--- config.mk ---
export PLATFORM = sky130hd
export DESIGN_NAME = rxq_top
export DESIGN_NICKNAME = d
export VERILOG_FILES = /design/src/rtl/rxq_pkg.sv /design/src/rtl/rxq_brk.sv /design/src/rtl/rxq_ctrl.sv /design/src/rtl/rxq_dpath.sv /design/src/rtl/rxq_top.sv
export SDC_FILE = /design/constraint.sdc
export NUM_CORES = 1
export LEC_CHECK = 0
export CAP_MARGIN = 20
export CELL_PAD_IN_SITES_DETAIL_PLACEMENT = 0
export CELL_PAD_IN_SITES_GLOBAL_PLACEMENT = 1
export CORE_ASPECT_RATIO = 1.75
export CORE_UTILIZATION = 41
export CTS_BUF_LIST = sky130_fd_sc_hd__clkbuf_4
export CTS_CLUSTER_DIAMETER = 40
export CTS_CLUSTER_SIZE = 8
export DETAILED_ROUTE_END_ITERATION = 8
export PLACE_DENSITY = 0.76
export SETUP_SLACK_MARGIN = 0.02
export SYNTH_ARGS = -nofsm -noshare
export SYNTH_HDL_FRONTEND = slang
export SYNTH_SLANG_ARGS = --single-unit
--- constraint.sdc ---
create_clock -name clk -period 3.2 [get_ports clk]
set_clock_uncertainty 0.15 [all_clocks]
set_input_delay 0.8 -clock clk [delete_from_list [all_inputs] [get_ports clk]]
set_output_delay 0.8 -clock clk [all_outputs]
set_load 0.005 [all_outputs]
--- src/rtl/rxq_pkg.sv ---
package rxq_pkg;

  // Strobes the control side hands to the datapath each cycle
  typedef struct packed {
    logic push;          // write one entry into the queue
    logic pushFromHold;  // the written entry comes from the hold slot
    logic holdLoad;      // capture the incoming character into the hold slot
    logic pop;           // advance the read side and update rdData
  } rxqStrobes_t;

endpackage

--- src/rtl/rxq_brk.sv ---
module rxq_brk #(
  parameter int DATA_W = 8
) (
  input  logic              clk,
  input  logic              rstN,
  input  logic              charValid,
  input  logic [DATA_W-1:0] charData,
  input  logic              stopBit,
  input  logic              rxLine,
  input  logic              cmdResetBreak,
  output logic              breakFrame,
  output logic              breakChange
);

  logic inBreak;
  logic breakStart;
  logic breakEnd;

  // A zero frame with a missing stop bit is a break
  assign breakFrame = charValid && (charData == '0) && !stopBit;
  assign breakStart = breakFrame && !inBreak;
  assign breakEnd   = inBreak && rxLine;

  always_ff @(posedge clk) begin
    if (!rstN) begin
      inBreak <= 1'b0;
    end else if (breakStart) begin
      inBreak <= 1'b1;
    end else if (breakEnd) begin
      inBreak <= 1'b0;
    end
  end

  // Either edge of the break sets the flag; an edge wins over the command
  always_ff @(posedge clk) begin
    if (!rstN) begin
      breakChange <= 1'b0;
    end else if (breakStart || breakEnd) begin
      breakChange <= 1'b1;
    end else if (cmdResetBreak) begin
      breakChange <= 1'b0;
    end
  end

endmodule

--- src/rtl/rxq_ctrl.sv ---
module rxq_ctrl
  import rxq_pkg::*;
#(
  parameter int DEPTH = 3
) (
  input  logic        clk,
  input  logic        rstN,
  input  logic        charValid,
  input  logic        breakFrame,
  input  logic        rdStrobe,
  input  logic        readyMode,
  input  logic        cmdResetError,
  output rxqStrobes_t stb,
  output logic        readyFlag,
  output logic        overrun
);

  localparam int CNT_W = $clog2(DEPTH + 1);
  localparam logic [CNT_W-1:0] CNT_FULL = CNT_W'(DEPTH);

  logic [CNT_W-1:0] count;
  logic [CNT_W-1:0] countNxt;
  logic             holdValid;
  logic             holdValidNxt;
  logic             fullEvt;
  logic             overrunSet;
  logic             isEmpty;
  logic             isFull;
  logic             popOk;
  logic             roomAfterPop;
  logic             normalChar;

  assign isEmpty      = (count == '0);
  assign isFull       = (count == CNT_FULL);
  assign popOk        = rdStrobe && !isEmpty;
  assign roomAfterPop = !isFull || popOk;
  assign normalChar   = charValid && !breakFrame;

  // One queue write per cycle: the hold slot drains first, and a new
  // character then takes over the slot it left behind
  always_comb begin
    stb          = '0;
    stb.pop      = popOk;
    holdValidNxt = holdValid;
    overrunSet   = 1'b0;
    if (holdValid && roomAfterPop) begin
      stb.push         = 1'b1;
      stb.pushFromHold = 1'b1;
      holdValidNxt     = 1'b0;
    end
    if (normalChar) begin
      if (holdValid) begin
        if (roomAfterPop) begin
          stb.holdLoad = 1'b1;
          holdValidNxt = 1'b1;
        end else begin
          overrunSet = 1'b1;
        end
      end else if (roomAfterPop) begin
        stb.push = 1'b1;
      end else begin
        stb.holdLoad = 1'b1;
        holdValidNxt = 1'b1;
      end
    end
  end

  assign countNxt = count + {{(CNT_W-1){1'b0}}, stb.push}
                          - {{(CNT_W-1){1'b0}}, stb.pop};

  always_ff @(posedge clk) begin
    if (!rstN) begin
      count     <= '0;
      holdValid <= 1'b0;
    end else begin
      count     <= countNxt;
      holdValid <= holdValidNxt;
    end
  end

  // Full event: raised by a write that completes the queue, dropped by a read
  always_ff @(posedge clk) begin
    if (!rstN) begin
      fullEvt <= 1'b0;
    end else if (stb.push && (countNxt == CNT_FULL)) begin
      fullEvt <= 1'b1;
    end else if (popOk) begin
      fullEvt <= 1'b0;
    end
  end

  always_ff @(posedge clk) begin
    if (!rstN) begin
      overrun <= 1'b0;
    end else if (overrunSet) begin
      overrun <= 1'b1;
    end else if (cmdResetError) begin
      overrun <= 1'b0;
    end
  end

  assign readyFlag = readyMode ? fullEvt : !isEmpty;

endmodule

--- src/rtl/rxq_dpath.sv ---
module rxq_dpath
  import rxq_pkg::*;
#(
  parameter int DATA_W = 8,
  parameter int DEPTH  = 3
) (
  input  logic              clk,
  input  logic              rstN,
  input  rxqStrobes_t       stb,
  input  logic [DATA_W-1:0] charData,
  output logic [DATA_W-1:0] rdData
);

  localparam int PTR_W = (DEPTH > 1) ? $clog2(DEPTH) : 1;
  localparam logic [PTR_W-1:0] PTR_LAST = PTR_W'(DEPTH - 1);

  logic [DATA_W-1:0] mem [DEPTH];
  logic [DATA_W-1:0] holdData;
  logic [DATA_W-1:0] wrData;
  logic [PTR_W-1:0]  wrPtr;
  logic [PTR_W-1:0]  rdPtr;

  function automatic logic [PTR_W-1:0] bump(input logic [PTR_W-1:0] p);
    return (p == PTR_LAST) ? '0 : p + 1'b1;
  endfunction

  assign wrData = stb.pushFromHold ? holdData : charData;

  for (genvar i = 0; i < DEPTH; i++) begin : gSlot
    always_ff @(posedge clk) begin
      if (stb.push && (wrPtr == PTR_W'(i))) begin
        mem[i] <= wrData;
      end
    end
  end

  always_ff @(posedge clk) begin
    if (stb.holdLoad) begin
      holdData <= charData;
    end
  end

  always_ff @(posedge clk) begin
    if (!rstN) begin
      wrPtr  <= '0;
      rdPtr  <= '0;
      rdData <= '0;
    end else begin
      if (stb.push) begin
        wrPtr <= bump(wrPtr);
      end
      if (stb.pop) begin
        rdPtr  <= bump(rdPtr);
        rdData <= mem[rdPtr];
      end
    end
  end

endmodule

--- src/rtl/rxq_top.sv ---
module rxq_top
  import rxq_pkg::*;
#(
  parameter int DATA_W = 8,
  parameter int DEPTH  = 3
) (
  input  logic              clk,
  input  logic              rstN,
  input  logic              charValid,
  input  logic [DATA_W-1:0] charData,
  input  logic              stopBit,
  input  logic              rxLine,
  input  logic              rdStrobe,
  input  logic              readyMode,
  input  logic              cmdResetBreak,
  input  logic              cmdResetError,
  input  logic [1:0]        irqMask,
  output logic [DATA_W-1:0] rdData,
  output logic              readyFlag,
  output logic              breakChange,
  output logic              overrun,
  output logic              irq
);

  rxqStrobes_t stb;
  logic        breakFrame;

  rxq_brk #(.DATA_W(DATA_W)) uBrk (
    .clk           (clk),
    .rstN          (rstN),
    .charValid     (charValid),
    .charData      (charData),
    .stopBit       (stopBit),
    .rxLine        (rxLine),
    .cmdResetBreak (cmdResetBreak),
    .breakFrame    (breakFrame),
    .breakChange   (breakChange)
  );

  rxq_ctrl #(.DEPTH(DEPTH)) uCtrl (
    .clk           (clk),
    .rstN          (rstN),
    .charValid     (charValid),
    .breakFrame    (breakFrame),
    .rdStrobe      (rdStrobe),
    .readyMode     (readyMode),
    .cmdResetError (cmdResetError),
    .stb           (stb),
    .readyFlag     (readyFlag),
    .overrun       (overrun)
  );

  rxq_dpath #(.DATA_W(DATA_W), .DEPTH(DEPTH)) uDpath (
    .clk      (clk),
    .rstN     (rstN),
    .stb      (stb),
    .charData (charData),
    .rdData   (rdData)
  );

  assign irq = (irqMask[0] && readyFlag) || (irqMask[1] && breakChange);

endmodule

# ---- Word-level counts from Yosys, hierarchy flattened
# Memories as Yosys holds them, arrays and structs flattened. A register that Yosys moved wholly into a read port is not among the register bits.
# Cells that the tools add are included.
dict set report word_totals {
  regBits 19
  ramBits 24
  in_bits 19
  output_inout_bits 12
  elab_cells 89
  n_memories 1
}
dict set report classes {
  n_addsub 4
  eq_ne 5
  mux 39
  reduce_logical 31
}
# memory words word_bits rd rd_ports_with_merged_regs wr line
set memory_table {}
lappend memory_table {uDpath.mem 3 8 1 1 1 rxq_dpath.sv:17} ;# logic [DATA_W-1:0] mem [DEPTH];
# op count
set op_table {}
lappend op_table {{1-bit 2-to-1 mux} 31}
lappend op_table {{8-bit 2-to-1 mux} 3}
lappend op_table {{8-bit OR reduction} 2}
lappend op_table {{1-bit logical AND} 13}
lappend op_table {{2-bit 2-to-1 mux} 5}
lappend op_table {{2-bit == test, second input constant} 4}
lappend op_table {{8-bit zero test} 1}
lappend op_table {{2-bit nonzero test} 4}
lappend op_table {{1-bit zero test} 6}
lappend op_table {{2-bit by 1-bit adder with 2-bit output, second input constant} 2}
lappend op_table {{2-bit zero test} 2}
lappend op_table {{1-bit logical OR} 3}
lappend op_table {{2-bit by 1-bit adder with 2-bit output} 1}
lappend op_table {{2-bit by 1-bit == test with 1-bit output, second input constant} 1}
lappend op_table {{2-bit by 1-bit subtractor with 2-bit output} 1}

# ---- Depth between registers and ports, before layout
# Gate-level depths: netlist of the first run.
dict set report logic_depth {
  depth_word 15
  depth_mapped 12
}

# ---- Modules after synthesis
# A second synthesis of the first run with hierarchy kept.
dict set report hier_totals {
  cells_unflattened 162
  hier_area_um2 2223.4
}
# mod n_inst cells_per_inst area_per_inst_um2
set by_module_without_submodules {}
lappend by_module_without_submodules {rxq_dpath 1 106 1712.9}
lappend by_module_without_submodules {rxq_ctrl 1 43 382.9}
lappend by_module_without_submodules {rxq_brk 1 12 118.9}
lappend by_module_without_submodules {rxq_top 1 1 8.8}

# ---- Least setup slack after synthesis of the first run
# OpenSTA, ideal clock, no wires.
dict set report synth_timing {
  path_type {input -> register}
  from {in rdStrobe}
  to {reg uCtrl.fullEvt}
  setup_time_ns 0.129
  arrival_ns 2.852
  required_time_ns 2.921
  setup_slack_ns 0.069
  cell_stages 12
  path_cell_list {nand3b_1 ha_1 clkbuf_1 or2_0 mux2i_4 ha_1 inv_1 ha_1 xor2_1 xnor2_1 nand2b_1 o21ai_0}
}
dict set report synth_between {
  elab_chain_cells 12
  word_cells_on_any_way 13
  cone_classes {2 x add/sub; 1 x eq/ne; 5 x mux; 5 x reduce/logical}
}
# element line
set synth_lines {}
lappend synth_lines {{start, declared} rxq_top.sv:13} ;# input logic rdStrobe,
lappend synth_lines {{1-bit logical AND *} rxq_ctrl.sv:35} ;# assign popOk = rdStrobe && !isEmpty;
lappend synth_lines {{1-bit logical OR} rxq_ctrl.sv:36} ;# assign roomAfterPop = !isFull || popOk;
lappend synth_lines {{1-bit logical AND} rxq_ctrl.sv:46} ;# if (holdValid && roomAfterPop) begin
lappend synth_lines {{2-bit 2-to-1 mux} rxq_ctrl.sv:46}
lappend synth_lines {{1-bit 2-to-1 mux} rxq_ctrl.sv:59} ;# end else if (roomAfterPop) begin
lappend synth_lines {{1-bit 2-to-1 mux} rxq_ctrl.sv:52} ;# if (holdValid) begin
lappend synth_lines {{1-bit 2-to-1 mux} rxq_ctrl.sv:51} ;# if (normalChar) begin
lappend synth_lines {{2-bit by 1-bit adder with 2-bit output} rxq_ctrl.sv:68} ;# assign countNxt = count + {{(CNT_W-1){1'b0}}, stb.push}
lappend synth_lines {{2-bit by 1-bit subtractor with 2-bit output} rxq_ctrl.sv:69} ;# - {{(CNT_W-1){1'b0}}, stb.pop};
lappend synth_lines {{2-bit == test} rxq_ctrl.sv:85} ;# end else if (stb.push && (countNxt == CNT_FULL)) begin
lappend synth_lines {{1-bit logical AND} rxq_ctrl.sv:85}
lappend synth_lines {{1-bit 2-to-1 mux / 2-bit nonzero test (equally long branches)} --}
lappend synth_lines {{end signal, assigned} rxq_ctrl.sv:84} ;# fullEvt <= 1'b0;
lappend synth_lines {{end signal, assigned} rxq_ctrl.sv:86} ;# fullEvt <= 1'b1;
lappend synth_lines {{end signal, assigned} rxq_ctrl.sv:88} ;# fullEvt <= 1'b0;
lappend synth_lines {{end, declared} rxq_ctrl.sv:25} ;# logic fullEvt;
# Every way passes the cells marked *; elsewhere a longest branch is shown, timed or not.
# A chain may end at the register's enable or synchronous reset.

# ---- Worst setup path after layout of the first run
dict set report layout_timing {
  from {in readyMode}
  to {out irq}
}
dict set report layout_between {
  elab_chain_cells 3
}
# element line
set layout_lines {}
lappend layout_lines {{start, declared} rxq_top.sv:14} ;# input logic readyMode,
lappend layout_lines {{1-bit 2-to-1 mux} rxq_ctrl.sv:102} ;# assign readyFlag = readyMode ? fullEvt : !isEmpty;
lappend layout_lines {{1-bit logical AND} rxq_top.sv:61} ;# assign irq = (irqMask[0] && readyFlag) || (irqMask[1] && breakChange);
lappend layout_lines {{1-bit logical OR} rxq_top.sv:61}
lappend layout_lines {{end, declared} rxq_top.sv:22} ;# output logic irq
# Every way passes these cells.

==> results.md, run 1 <==
- Worst Path Arrival: 2.15 ns
- Adder-Cell Fraction of Synth Area: 0.0403
- Register bit total from synthesis: around 50
- Post-route minimum period: ~3.1 ns
- Final Non-Filler Cells: around 270
- CTS resizes: 0
- Clock sink count: 51
- Final ANT Viol Nets: 0
- Worst slew margin: 0.553
- Net Sw Frac: 0.289
- Worst Setup Start Kind: primary input
- Antenna Cells: 0
- Largest family of logic cells by synthesized area: simple AND/OR/NAND/NOR gates
- Die H: 98.3 um
- Post-synth EDFFs: 32
- Final setup fails: 0
- Num CTS Buffers: 5
- RSZ-0062 raised after global routing: false
- Starting Density: 0.433
- Grt met2 use: 0.286
- Seq pwr share: 0.561
- Int Pwr: roughly 1.1 mW
- # nets final: about 250
- Least-Margin Pin Slew: roughly 0.67 ns
- Rows: 34
- Share of the yosys chip area belonging to registers: 0.617
- Final HPWL DP: between 2000 and 3000 um
- Leakage power: ~0.95 nW
- WHS Path Cells: 2
- Final Util: 0.537
- CP endpoint kind: output port
- Layout cells sized above 1: 0.159
- Total power: around 1.5 mW
- TritonCTS clock tree: done
- Maximum VDD drop: 227 uV
- Failing checks: DRC
- First-pass GRT wire length: between 6000 and 7000 um
- Initial antenna violation count: 0
- Postcts setup bufs: 0
- Hold-fix buffers, CTS: 0
- Port bufs: 30
- CTS Buffer Depth: 2
- Ys async rst share: 0
- Clock Latency Late Sink: about 0.37 ns
- CP Max Fanout: 2
- Grt total ovfl: 0
- Layout fillers: roughly 470
- H-tree depth: 2
- Reg2Reg Depth: 11
- Synth cell types: 34
- Syn Area/Cell: ~13 um2
- Power density over the cells: approximately 560 mW/mm2
- Synth Warn #: 0
- Ports: 31
- DRT Wirelength: 3820 um
- Largest net degree at the start of global routing: 22
- Area Overhead vs Synth: 23.9%
- Crit path kind: in2out
- Run status: finished with violations
- Core area: ~0.005 mm2
- Drt wl/cell: between 10 and 15 um
- Pre-Repair DR Iteration Count: 6
- Max-Cap Viols: 0
- Post-Synth XOR/XNOR Area: 0.00806
- Mux share of post-synthesis cell area: 0.0886
- Root buf cell: clkbuf_4
- DR iter-0 viols: 30
- Total GRT Usage: 0.152
- Post-synthesis instance total: 173
- # DRC: 2
- Clock-pin slew on the worst setup and hold paths: 0.15 ns
- Fin. max-slew vios: 0
- Number of hold violations in the final report: 0
- Reg2Reg Setup Slack: roughly 0.80 ns
- Pre-CTS setup slack: -0.114 ns
- Gate power share: 0.246
- GR Util met3: 0.0291
- Vias per cell: 5.10
- Crit share post-route: 0.970
- Die X: between 50 and 60 um
- Fmax: 322 MHz
- Fin worst setup slack: just under 0.1 ns
- Dpl cells: roughly 270
- Vias in the first global route: 1,473
- Clk pwr share: 0.193
- Main synth FF type: edfxtp_1
- Critical path required time: approximately 2.3 ns
- Dominant cells by area after synthesis: edfxtp_1 44%, dfxtp_1 17%, mux2_2 4.1%, nand2_1 4.1%, ha_1 4.0%
- Gp weighted congestion: 0.693
- Worst hold path class: reg2reg
- Compound-gate portion of the synthesized area: 0.0967
- Via count: approximately 1,400
- Biggest area consumer among synthesized cells: edfxtp_1
- Synthesized-area fraction occupied by and/or/nand/nor cells: 0.124
- M1 GR Usage: 0.150
- Mapped cell area: between 0.002 and 0.0025 mm2
- Syn nets: 199
- Switching pwr: 0.432 mW
- Top Usage Layer GRT: met2
- Share of the synthesized area in the top cell type: 0.442
- Die area: ~0.0056 mm2
cells in the final DEF (no fill, tap or decap), types with 4 or more instances in the layout:
cell,n
o21ai_0,10
nor3b_1,4
clkdlybuf4s50_1,30
a21boi_0,9
buf_4,16
inv_1,6
nand2_1,24
edfxtp_1,32
clkbuf_4,5
mux2_2,8
mux2i_1,8
ha_1,7
dfxtp_1,19
nor2b_1,5
power groups by stage:
stage / combinational [mW] / clock, mW / sequential [mW]
after floorplan: 0.222 / 0 / 0.830
after global placement: 0.358 / 0 / 0.851
after detailed placement: 0.370 / 0 / 0.855
after CTS: 0.371 / 0.296 / 0.839
after global routing: 0.417 / 0.317 / 0.851
final: 0.369 / 0.288 / 0.840
state kept, by name, summed over array words and instances, names as in the netlist:
name	flops
uDpath.wrPtr	2
uBrk.breakChange	1
uDpath.holdData	8
uDpath.mem	24
uCtrl.holdValid	1
uCtrl.overrun	1
uCtrl.fullEvt	1
uDpath.rdData	8
uDpath.rdPtr	2
uBrk.inBreak	1
uCtrl.count	2
final cells by class:
class                   instances  area, um2  area share
clock buffers                   5       37.5      0.0139
repair buffers                 46        420       0.156
well taps                      54       67.6      0.0251
clock inverters                 3       15.0     0.00557
multi-input cells             108        786       0.292
inverters                       7       26.3     0.00975
flip-flops and latches         51       1340       0.498
Yosys cell counts (4+ instances only):
master and n:
clkbuf_1 4, nor2b_1 5, mux2_2 8, o21ai_0 10, nand2_1 24, nor3b_1 4
edfxtp_1 32, inv_1 6, nor3_1 4, ha_1 7, a21boi_0 9, mux2i_1 8
dfxtp_1 19
routing by layer:
metal | part of all wire | vias up | wire length, um
li1 | - | 709 | -
met1 | 0.38 | 653 | 1450
met2 | 0.57 | 28 | 2180
met3 | 0.028 | 7 | 108
met4 | 0.023 | 0 | 89
met5 | 0 | - | 0
path summary, 6_finish.rpt:
| kind | from | end |
|---|---|---|
| setup / recovery | readyMode | irq |
| hold / removal | uDpath.rdData[7] | uDpath.rdData[7] |
| setup reg to reg | uCtrl.count[0] | uCtrl.fullEvt |
| hold reg to reg | uDpath.rdData[7] | uDpath.rdData[7] |
cell families after synthesis:
kind of cell               count (synthesis)
and+or+nand+nor                           51
buffers and inverters                     14
xor gates and xnor gates                   2
muxes                                     17
DFF                                       51
AOI/OAI and AO/OA                         31
adders and majority gates                  7
critical path, stage by stage:
cell and delay, ns:
clkdlybuf4s50_1 0.52, nor3_2 0.06, a21oi_2 0.14, a22o_1 0.14, clkdlybuf4s50_1 0.50
per-stage QoR:
| step | hold WS, ns | TNS [ns] | area, um2 |
|---|---|---|---|
| after global placement | 0.305 | -0.104 | 2630 |
| after floorplan | 0.294 | 0 | 2170 |
| final | 0.333 | 0 | 2690 |
| after CTS | 0.339 | 0 | 2690 |
| after detailed placement | 0.320 | -0.114 | 2630 |
| after global routing | 0.374 | 0 | 2690 |
(Power assumes the default switching activity.)
==> run 2: changes to the inputs <==
Settings changed: CTS_CLUSTER_DIAMETER 40 to not set.
==> results of run 2 <==
The final DEF is identical to that of run 1; final timing and power are the same.
